$ cat src/rtl/wm_pkg.sv
package wm_pkg;

    localparam int CSR_W = 32;

    typedef enum logic [1:0] {
        SEL_AF_PRI = 2'd0,
        SEL_AE_PRI = 2'd1,
        SEL_AF_SEC = 2'd2,
        SEL_AE_SEC = 2'd3
    } thr_sel_e;

endpackage

$ cat src/rtl/wm_regfile.sv
module wm_regfile
    import wm_pkg::*;
#(
    parameter int LVL_W = 8
) (
    input  logic                      clk,
    input  logic                      rst_n,
    input  logic [3:0]                csr_addr,
    input  logic                      csr_wr,
    input  logic                      csr_rd,
    input  logic [CSR_W-1:0]          csr_wdata,
    output logic [CSR_W-1:0]          csr_rdata,
    output logic [1:0][LVL_W-1:0]     af_thr,
    output logic [1:0][LVL_W-1:0]     ae_thr
);

    typedef struct packed {
        logic [1:0][LVL_W-1:0] af;
        logic [1:0][LVL_W-1:0] ae;
        logic [CSR_W-1:0]      rdata;
    } rf_t;

    rf_t      st_d, st_q;
    thr_sel_e sel;
    logic     unused_bits;

    // Byte lanes below the word index and data bits above the level width are dropped
    assign unused_bits = ^{csr_addr[1:0], csr_wdata[CSR_W-1:LVL_W]};
    assign sel         = thr_sel_e'(csr_addr[3:2]);

    always_comb begin
        st_d = st_q;
        if (csr_wr) begin
            case (sel)
                SEL_AF_PRI: st_d.af[0] = csr_wdata[LVL_W-1:0];
                SEL_AE_PRI: st_d.ae[0] = csr_wdata[LVL_W-1:0];
                SEL_AF_SEC: st_d.af[1] = csr_wdata[LVL_W-1:0];
                default:    st_d.ae[1] = csr_wdata[LVL_W-1:0];
            endcase
        end
        if (csr_rd) begin
            case (sel)
                SEL_AF_PRI: st_d.rdata = CSR_W'(st_q.af[0]);
                SEL_AE_PRI: st_d.rdata = CSR_W'(st_q.ae[0]);
                SEL_AF_SEC: st_d.rdata = CSR_W'(st_q.af[1]);
                default:    st_d.rdata = CSR_W'(st_q.ae[1]);
            endcase
        end
    end

    always_ff @(posedge clk) begin
        if (!rst_n) st_q <= '0;
        else        st_q <= st_d;
    end

    assign csr_rdata = st_q.rdata;
    assign af_thr    = st_q.af;
    assign ae_thr    = st_q.ae;

    // read data is only replaced by a read
    a_r10_rdata_hold: assert property (@(posedge clk) disable iff (!rst_n)
        !csr_rd |=> $stable(csr_rdata));

    // thresholds move only after a write
    a_r9_thr_hold: assert property (@(posedge clk) disable iff (!rst_n)
        !csr_wr |=> ($stable(af_thr) && $stable(ae_thr)));

    // a write to offset 0 lands in the primary almost-full threshold
    a_r2_af_pri_write: assert property (@(posedge clk) disable iff (!rst_n)
        (csr_wr && csr_addr[3:2] == 2'd0) |=> af_thr[0] == $past(csr_wdata[LVL_W-1:0]));

endmodule

$ cat src/rtl/wm_compare.sv
module wm_compare #(
    parameter int LVL_W = 8
) (
    input  logic [LVL_W-1:0]      level,
    input  logic [1:0][LVL_W-1:0] af_thr,
    input  logic [1:0][LVL_W-1:0] ae_thr,
    output logic [1:0]            af_hit,
    output logic [1:0]            ae_hit
);

    for (genvar g = 0; g < 2; g++) begin : g_lvl
        assign af_hit[g] = (level >= af_thr[g]);
        assign ae_hit[g] = (level <= ae_thr[g]);
    end

endmodule

$ cat src/rtl/wm_status_out.sv
module wm_status_out #(
    parameter int CH_W = 2
) (
    input  logic            clk,
    input  logic            rst_n,
    input  logic            in_valid,
    input  logic [CH_W-1:0] in_chan,
    input  logic [1:0]      af_hit,
    input  logic [1:0]      ae_hit,
    output logic            out_valid,
    output logic [CH_W-1:0] out_chan,
    output logic [1:0]      out_af,
    output logic [1:0]      out_ae
);

    typedef struct packed {
        logic            valid;
        logic [CH_W-1:0] chan;
        logic [1:0]      af;
        logic [1:0]      ae;
    } stat_t;

    stat_t st_d, st_q;

    always_comb begin
        st_d       = st_q;
        st_d.valid = in_valid;
        if (in_valid) begin
            st_d.chan = in_chan;
            st_d.af   = af_hit;
            st_d.ae   = ae_hit;
        end
    end

    always_ff @(posedge clk) begin
        if (!rst_n) st_q <= '0;
        else        st_q <= st_d;
    end

    assign out_valid = st_q.valid;
    assign out_chan  = st_q.chan;
    assign out_af    = st_q.af;
    assign out_ae    = st_q.ae;

    // one-cycle latency on the strobe
    a_r8_valid_follows: assert property (@(posedge clk) disable iff (!rst_n)
        in_valid |=> out_valid);

    a_r8_idle_follows: assert property (@(posedge clk) disable iff (!rst_n)
        !in_valid |=> !out_valid);

    // channel tag travels with the result
    a_r8_chan_tag: assert property (@(posedge clk) disable iff (!rst_n)
        in_valid |=> out_chan == $past(in_chan));

endmodule

$ cat src/rtl/fifo_watermark_stat.sv
module fifo_watermark_stat
    import wm_pkg::*;
#(
    parameter int NUM_CH = 4,
    parameter int LVL_W  = 8,
    localparam int CH_W  = (NUM_CH > 1) ? $clog2(NUM_CH) : 1
) (
    input  logic             clk,
    input  logic             rst_n,
    input  logic             lvl_valid,
    input  logic [CH_W-1:0]  lvl_chan,
    input  logic [LVL_W-1:0] lvl_value,
    input  logic [3:0]       csr_addr,
    input  logic             csr_wr,
    input  logic             csr_rd,
    input  logic [31:0]      csr_wdata,
    output logic [31:0]      csr_rdata,
    output logic             af_valid,
    output logic [CH_W-1:0]  af_chan,
    output logic [1:0]       af_flags,
    output logic             ae_valid,
    output logic [CH_W-1:0]  ae_chan,
    output logic [1:0]       ae_flags
);

    logic [1:0][LVL_W-1:0] af_thr;
    logic [1:0][LVL_W-1:0] ae_thr;
    logic [1:0]            af_hit;
    logic [1:0]            ae_hit;
    logic                  st_valid;
    logic [CH_W-1:0]       st_chan;

    wm_regfile #(.LVL_W(LVL_W)) u_regs (
        .clk       (clk),
        .rst_n     (rst_n),
        .csr_addr  (csr_addr),
        .csr_wr    (csr_wr),
        .csr_rd    (csr_rd),
        .csr_wdata (csr_wdata),
        .csr_rdata (csr_rdata),
        .af_thr    (af_thr),
        .ae_thr    (ae_thr)
    );

    wm_compare #(.LVL_W(LVL_W)) u_cmp (
        .level  (lvl_value),
        .af_thr (af_thr),
        .ae_thr (ae_thr),
        .af_hit (af_hit),
        .ae_hit (ae_hit)
    );

    wm_status_out #(.CH_W(CH_W)) u_out (
        .clk       (clk),
        .rst_n     (rst_n),
        .in_valid  (lvl_valid),
        .in_chan   (lvl_chan),
        .af_hit    (af_hit),
        .ae_hit    (ae_hit),
        .out_valid (st_valid),
        .out_chan  (st_chan),
        .out_af    (af_flags),
        .out_ae    (ae_flags)
    );

    assign af_valid = st_valid;
    assign ae_valid = st_valid;
    assign af_chan  = st_chan;
    assign ae_chan  = st_chan;

    // primary almost-full flag against the threshold in force at sample time
    a_r4_af_pri: assert property (@(posedge clk) disable iff (!rst_n)
        lvl_valid |=> af_flags[0] == ($past(lvl_value) >= $past(af_thr[0])));

    // secondary almost-full flag
    a_r5_af_sec: assert property (@(posedge clk) disable iff (!rst_n)
        lvl_valid |=> af_flags[1] == ($past(lvl_value) >= $past(af_thr[1])));

    // primary almost-empty flag
    a_r6_ae_pri: assert property (@(posedge clk) disable iff (!rst_n)
        lvl_valid |=> ae_flags[0] == ($past(lvl_value) <= $past(ae_thr[0])));

    // secondary almost-empty flag
    a_r7_ae_sec: assert property (@(posedge clk) disable iff (!rst_n)
        lvl_valid |=> ae_flags[1] == ($past(lvl_value) <= $past(ae_thr[1])));

endmodule

$ cat config.mk
export PLATFORM = sky130hd
export DESIGN_NAME = fifo_watermark_stat
export DESIGN_NICKNAME = d
export VERILOG_FILES = /design/src/rtl/wm_pkg.sv /design/src/rtl/wm_regfile.sv /design/src/rtl/wm_compare.sv /design/src/rtl/wm_status_out.sv /design/src/rtl/fifo_watermark_stat.sv
export SDC_FILE = /design/constraint.sdc
export NUM_CORES = 1
export LEC_CHECK = 0
export ABC_AREA = 1
export CAP_MARGIN = 10
export CORE_ASPECT_RATIO = 2
export CORE_MARGIN = 2
export CORE_UTILIZATION = 35
export CTS_BUF_LIST = sky130_fd_sc_hd__clkbuf_4
export DETAILED_ROUTE_END_ITERATION = 10
export DONT_BUFFER_PORTS = 1
export PLACE_DENSITY_LB_ADDON = 0.15
export SLEW_MARGIN = 15
export SYNTH_ARGS = -nofsm -noshare
export SYNTH_HDL_FRONTEND = slang
export SYNTH_SLANG_ARGS = --single-unit
export TNS_END_PERCENT = 50
$ cat constraint.sdc
create_clock -name clk -period 3.1 [get_ports clk]
set_input_delay 0.62 -clock clk [delete_from_list [all_inputs] [get_ports clk]]
set_output_delay 0.62 -clock clk [all_outputs]
set_load 0.05 [all_outputs]
==> results of run 1 <==
## cell usage after synthesis, drive strengths merged
cell	count
a21o	4
a21oi	49
buf	32
clkbuf	6
conb	1
dfxtp	47
ha	32
inv	49
nand2	62
nand3	7
nand3b	1
nor2	27
nor3	4
o211ai	2
o21ai	57
## final cells by class
class | count | share of cell area
Antenna cell | 1 | 0.000881
Clock buffer | 5 | 0.0132
Clock inverter | 3 | 0.0150
Inverter | 49 | 0.0648
Multi-Input combinational cell | 269 | 0.532
Sequential cell | 47 | 0.331
Tap cell | 96 | 0.0423
## flip-flops by register name, indices dropped and copies added, names as in the netlist
| signal | cells |
|---|---|
| u_regs.csr_rdata | 8 |
| u_out.out_chan | 2 |
| u_out.out_ae | 2 |
| u_regs.af_thr | 16 |
| u_out.out_af | 2 |
| u_regs.ae_thr | 16 |
| u_out.out_valid | 1 |
## metal layers
metal	wire, microns	vias to the layer above	part of all wire	track usage
met5	0	-	0	0
met4	233	0	0.031	0.0864
met3	372	14	0.050	0.0367
met2	4190	59	0.56	0.332
met1	2650	1043	0.36	0.179
li1	-	1182	-	-
## power groups by stage
stage / logic (uW) / clock network (uW) / registers [uW]
global placement: 246 / 0 / 729
CTS: 251 / 405 / 716
floorplan: 259 / 0 / 714
finish: 247 / 398 / 715
global route: 284 / 427 / 720
detailed placement: 250 / 0 / 729
## stage by stage
stage          instances  cell area (sq um)  utilization  hold WS (ps)
3_5_place_dp         461               2760        0.350           466
6_report             470               2840        0.360           289
2_1_floorplan        403               2910            -           443
3_3_place_gp         461               2760        0.350           456
5_1_grt              470               2840        0.360           275
4_1_cts              469               2840        0.360           280
## worst min-delay path by stage
stage                                to  slack, ps  depth (start not counted)
finish              u_regs.csr_rdata[4]        290                          1
global route        u_regs.csr_rdata[6]        280                          1
CTS                 u_regs.csr_rdata[4]        280                          1
detailed placement    u_regs.ae_thr[12]        470                          2
global placement       u_regs.ae_thr[8]        460                          2
floorplan              u_regs.ae_thr[8]        440                          2
## logic make-up (layout without fill, tap and decap cells)
kind of cell               after synthesis  in the layout  share of synthesized area
AOI/OAI and AO/OA                      112            112                      0.204
adders and majority gates               32             32                      0.142
buffers and inverters                   87             57                      0.163
DFF                                     47             47                      0.333
other                                    1             25                    0.00133
and+or+nand+nor                        101            101                      0.158
## cells in the final DEF (no fill, tap or decap), types with 2 or more instances in the layout
| cell | instances |
|---|---|
| nand2_1 | 58 |
| a21oi_1 | 49 |
| inv_1 | 47 |
| dfxtp_1 | 47 |
| o21ai_0 | 45 |
| ha_1 | 32 |
| nor2_1 | 25 |
| conb_1 | 24 |
| o21ai_1 | 12 |
| nand3_1 | 6 |
| clkbuf_4 | 5 |
| nor3_1 | 4 |
| a21o_1 | 4 |
| nand2_4 | 3 |
| inv_2 | 2 |
| o211ai_1 | 2 |
==> results.json, run 1 <==
{
  "status": "complete, no violations",
  "hpwl_microns": 5790,
  "cts_buffers": 5,
  "power_switching_uw": 476,
  "multi_input_area_sq_um": 1510,
  "max_slew_margin": 0.356,
  "post_cts_buffers": 0,
  "cp_max_fo": 3,
  "routed_via_density": 4.89,
  "hold_start": "csr_rd",
  "wl_microns": 7450,
  "die_w_microns": 67.5,
  "r2r_end": "u_out.out_chan[1]",
  "seq_area_frac_synth": 0.333,
  "p_leak_uw": 0.00124,
  "root_buffer": "clkbuf_4",
  "critPathCaptureType": "output port",
  "fillers": 883,
  "finalHoldViolCount": 0,
  "clkLatencyLatePin_ps": 390,
  "antenna_left": 0,
  "cts.sinks": 47,
  "p_per_area_nw_per_um2": 479,
  "p_seq_frac": 0.526,
  "synth_cell_types": 24,
  "path_clk_slew_ps": 160,
  "ys_seq_elements": 47,
  "initial_core_util": 0.358,
  "crit_cells": 0,
  "hold_buffers": 0,
  "die_area_sq_um": 8850,
  "fin_skew_ps": 18.6,
  "yosys.area.top_type_share": 0.333,
  "netlist_area_sq_um": 2830,
  "dpl_worst_slack_ps": 1390,
  "setup_viol": 0,
  "antenna_found_initial": 1,
  "cts_tree": "done",
  "layout.nets": 455,
  "via_count": 2298,
  "ios": 93,
  "grt_max_degree": 47,
  "yosysTopAreaCell": "dfxtp_1",
  "critPathLaunch": "u_out.out_chan[0]",
  "p_int_uw": 884,
  "core-area_sq_um": 7890,
  "htreeDepth": 2,
  "numPortBuffers": 0,
  "slew_viol_final": 0,
  "holdCritPathClass": "primary input to register",
  "finalPower_uw": 1360,
  "r2r_slack_ps": 1740,
  "grt_overflow": 0,
  "maxCapViolCount": 0,
  "rows": 46,
  "finalCriticalPeriod_ps": 2000,
  "cp.required_ps": 2480,
  "gp_congestion": 0.785,
  "worstSetupPathType": "register to output port",
  "rsz0062_at_grt": "no",
  "syn_area_per_cell_sq_um": 7.43,
  "ctsResizeCount": 0,
  "drive_above_1_share": 0.0429,
  "track_usage": 0.178,
  "worstPathArrival_ps": 1380,
  "cp-endpoint": "af_chan[0]",
  "fin_setup_tns_ps": 0,
  "wl_per_cell_microns": 15.8,
  "startpoint_type": "register",
  "fmax_ghz": 0.501,
  "syn_to_final_growth_pct": 0.487,
  "sw_frac_of_total": 0.350,
  "p_clk_frac": 0.293,
  "irDropWorstVdd_uv": 213,
  "fin_ws_ps": 1100,
  "ys_top_cells_by_area": "dfxtp_1 33%, ha_1 14%, a21oi_1 8.7%",
  "tightest_slew_ps": 965,
  "p_comb_frac": 0.182,
  "r2r_start": "u_out.out_chan[1]",
  "yosysWarnings": 0,
  "grt_pass1_vias": 2025,
  "r2r_cells": 2,
  "drt-initial-drc-count": 64,
  "drtPass1Iterations": 4,
  "syn_inst": 380,
  "period_share": 0.644,
  "die_height_microns": 131,
  "regArea_sq_um": 941,
  "drcViolationCount": 0,
  "cts.path.max_buffers": 2,
  "grt_pass1_wl_microns": 11000
}
Note: power is estimated with default switching activity, not from simulation.
==> inputs of run 2 (changes only) <==
clock period = 1.8 ns   (was 3.1 ns; I/O delays follow)
==> results.json, run 2 (synthesized netlist as in run 1, its figures left out) <==
{
  "status": "complete, no violations",
  "syn_to_final_growth_pct": 1.33,
  "die_area_sq_um": 8850,
  "finalCriticalPeriod_ps": 1430,
  "cp-endpoint": "ae_flags[0]",
  "worstSetupPathType": "register to output port",
  "slew_viol_final": 0,
  "p_per_area_nw_per_um2": 817,
  "rsz0062_at_grt": "no",
  "post_cts_buffers": 0,
  "track_usage": 0.182,
  "cts.path.max_buffers": 2,
  "ios": 93,
  "clkLatencyLatePin_ps": 390,
  "worstPathArrival_ps": 1070,
  "cts_tree": "done",
  "finalHoldViolCount": 0,
  "r2r_slack_ps": 550,
  "holdCritPathClass": "primary input to register",
  "r2r_end": "u_out.out_af[0]",
  "p_clk_frac": 0.288,
  "grt_pass1_wl_microns": 11400,
  "fin_hold_ws_ps": 44.5,
  "cts_buffers": 5,
  "hold_buffers": 0,
  "antenna_left": 0,
  "multi_input_area_sq_um": 1510,
  "wl_microns": 7470,
  "initial_core_util": 0.358,
  "r2r_cells": 5,
  "htreeDepth": 2,
  "final_cell_mix": "58 x nand2_1, 49 x a21oi_1, 47 x inv_1, 47 x dfxtp_1, 45 x o21ai_0",
  "critPathLaunch": "u_out.out_ae[0]",
  "wl_per_cell_microns": 15.8,
  "max_slew_margin": 0.651,
  "hpwl_microns": 5830,
  "fin_skew_ps": 6.26,
  "rows": 46,
  "path_clk_slew_ps": 150,
  "grt_max_degree": 47,
  "p_int_uw": 1520,
  "ctsResizeCount": 0,
  "irDropWorstVdd_uv": 462,
  "fmax_ghz": 0.700,
  "grt_overflow": 0,
  "tightest_slew_ps": 522,
  "setup_viol": 0,
  "cp.required_ps": 1440,
  "layout.nets": 459,
  "antenna_cells": 0,
  "drt-initial-drc-count": 39,
  "core-area_sq_um": 7890,
  "final_common_cell": "nand2_1",
  "maxCapViolCount": 0,
  "r2r_start": "u_regs.af_thr[7]",
  "drtPass1Iterations": 4,
  "fin_setup_tns_ps": 0,
  "routed_via_density": 4.82,
  "die_height_microns": 131,
  "sw_frac_of_total": 0.349,
  "grt_pass1_vias": 2083,
  "p_leak_uw": 0.00126,
  "drive_above_1_share": 0.0531,
  "via_count": 2281,
  "drcViolationCount": 0,
  "regArea_sq_um": 941,
  "fillers": 851,
  "gp_congestion": 0.812,
  "crit_cells": 0,
  "cp_max_fo": 2,
  "power_switching_uw": 817,
  "startpoint_type": "register",
  "p_seq_frac": 0.513,
  "root_buffer": "clkbuf_4",
  "critPathCaptureType": "output port",
  "antenna_found_initial": 0,
  "die_w_microns": 67.5,
  "period_share": 0.793,
  "numPortBuffers": 0,
  "p_comb_frac": 0.200,
  "cts.sinks": 47
}
-- run 2: cell types whose count changed in the layout (fill, tap and decap cells not counted), sizes merged --
cell and change:
buf +4, diode -1, inv -1, clkinv +1
-- run 2: worst min path at each step --
stage,slack (ps),start,end,cells past startpoint
2_1_floorplan,440,u_regs.ae_thr[8],u_regs.ae_thr[8],2
3_3_place_gp,460,u_regs.ae_thr[8],u_regs.ae_thr[8],2
3_5_place_dp,460,csr_rd,u_regs.csr_rdata[4],1
4_1_cts,30,csr_rd,u_regs.csr_rdata[4],1
5_1_grt,20,csr_rd,u_regs.csr_rdata[6],1
6_report,40,csr_rd,u_regs.csr_rdata[3],1
-- run 2: area by class of cell --
cell class                 count  share of cell area
tap                           96              0.0420
clock inverter                 3              0.0135
multi-input combinational    269               0.528
sequential                    47               0.329
clock buffer                   5              0.0131
inverter                      49              0.0642
timing repair buffer           4              0.0105
-- run 2: per-layer routing --
metal  GRT usage  routed length [microns]  up-vias
li1            -                        -     1194
met1       0.184                     2690     1010
met2       0.339                     4200       62
met3      0.0384                      347       15
met4      0.0840                      237        0
met5           0                        0        -
-- run 2: power groups by stage --
stage                     combinational [uW]  clock (uW)  sequential (uW)
final                                    467         673             1200
after global routing                     533         725             1210
after CTS                                474         690             1200
after detailed placement                 473           0             1220
after global placement                   465           0             1220
after floorplan                          446           0             1230
-- run 2: metrics by stage --
stage | instances | power [uW] | utilization | setup slack (ps) | area, sq um
after floorplan | 403 | 1680 | - | 531 | 2910
after global placement | 465 | 1690 | 0.353 | 432 | 2790
after detailed placement | 465 | 1700 | 0.353 | 438 | 2790
after CTS | 473 | 2360 | 0.363 | 355 | 2860
after global routing | 473 | 2460 | 0.363 | 339 | 2860
final | 473 | 2340 | 0.363 | 372 | 2860
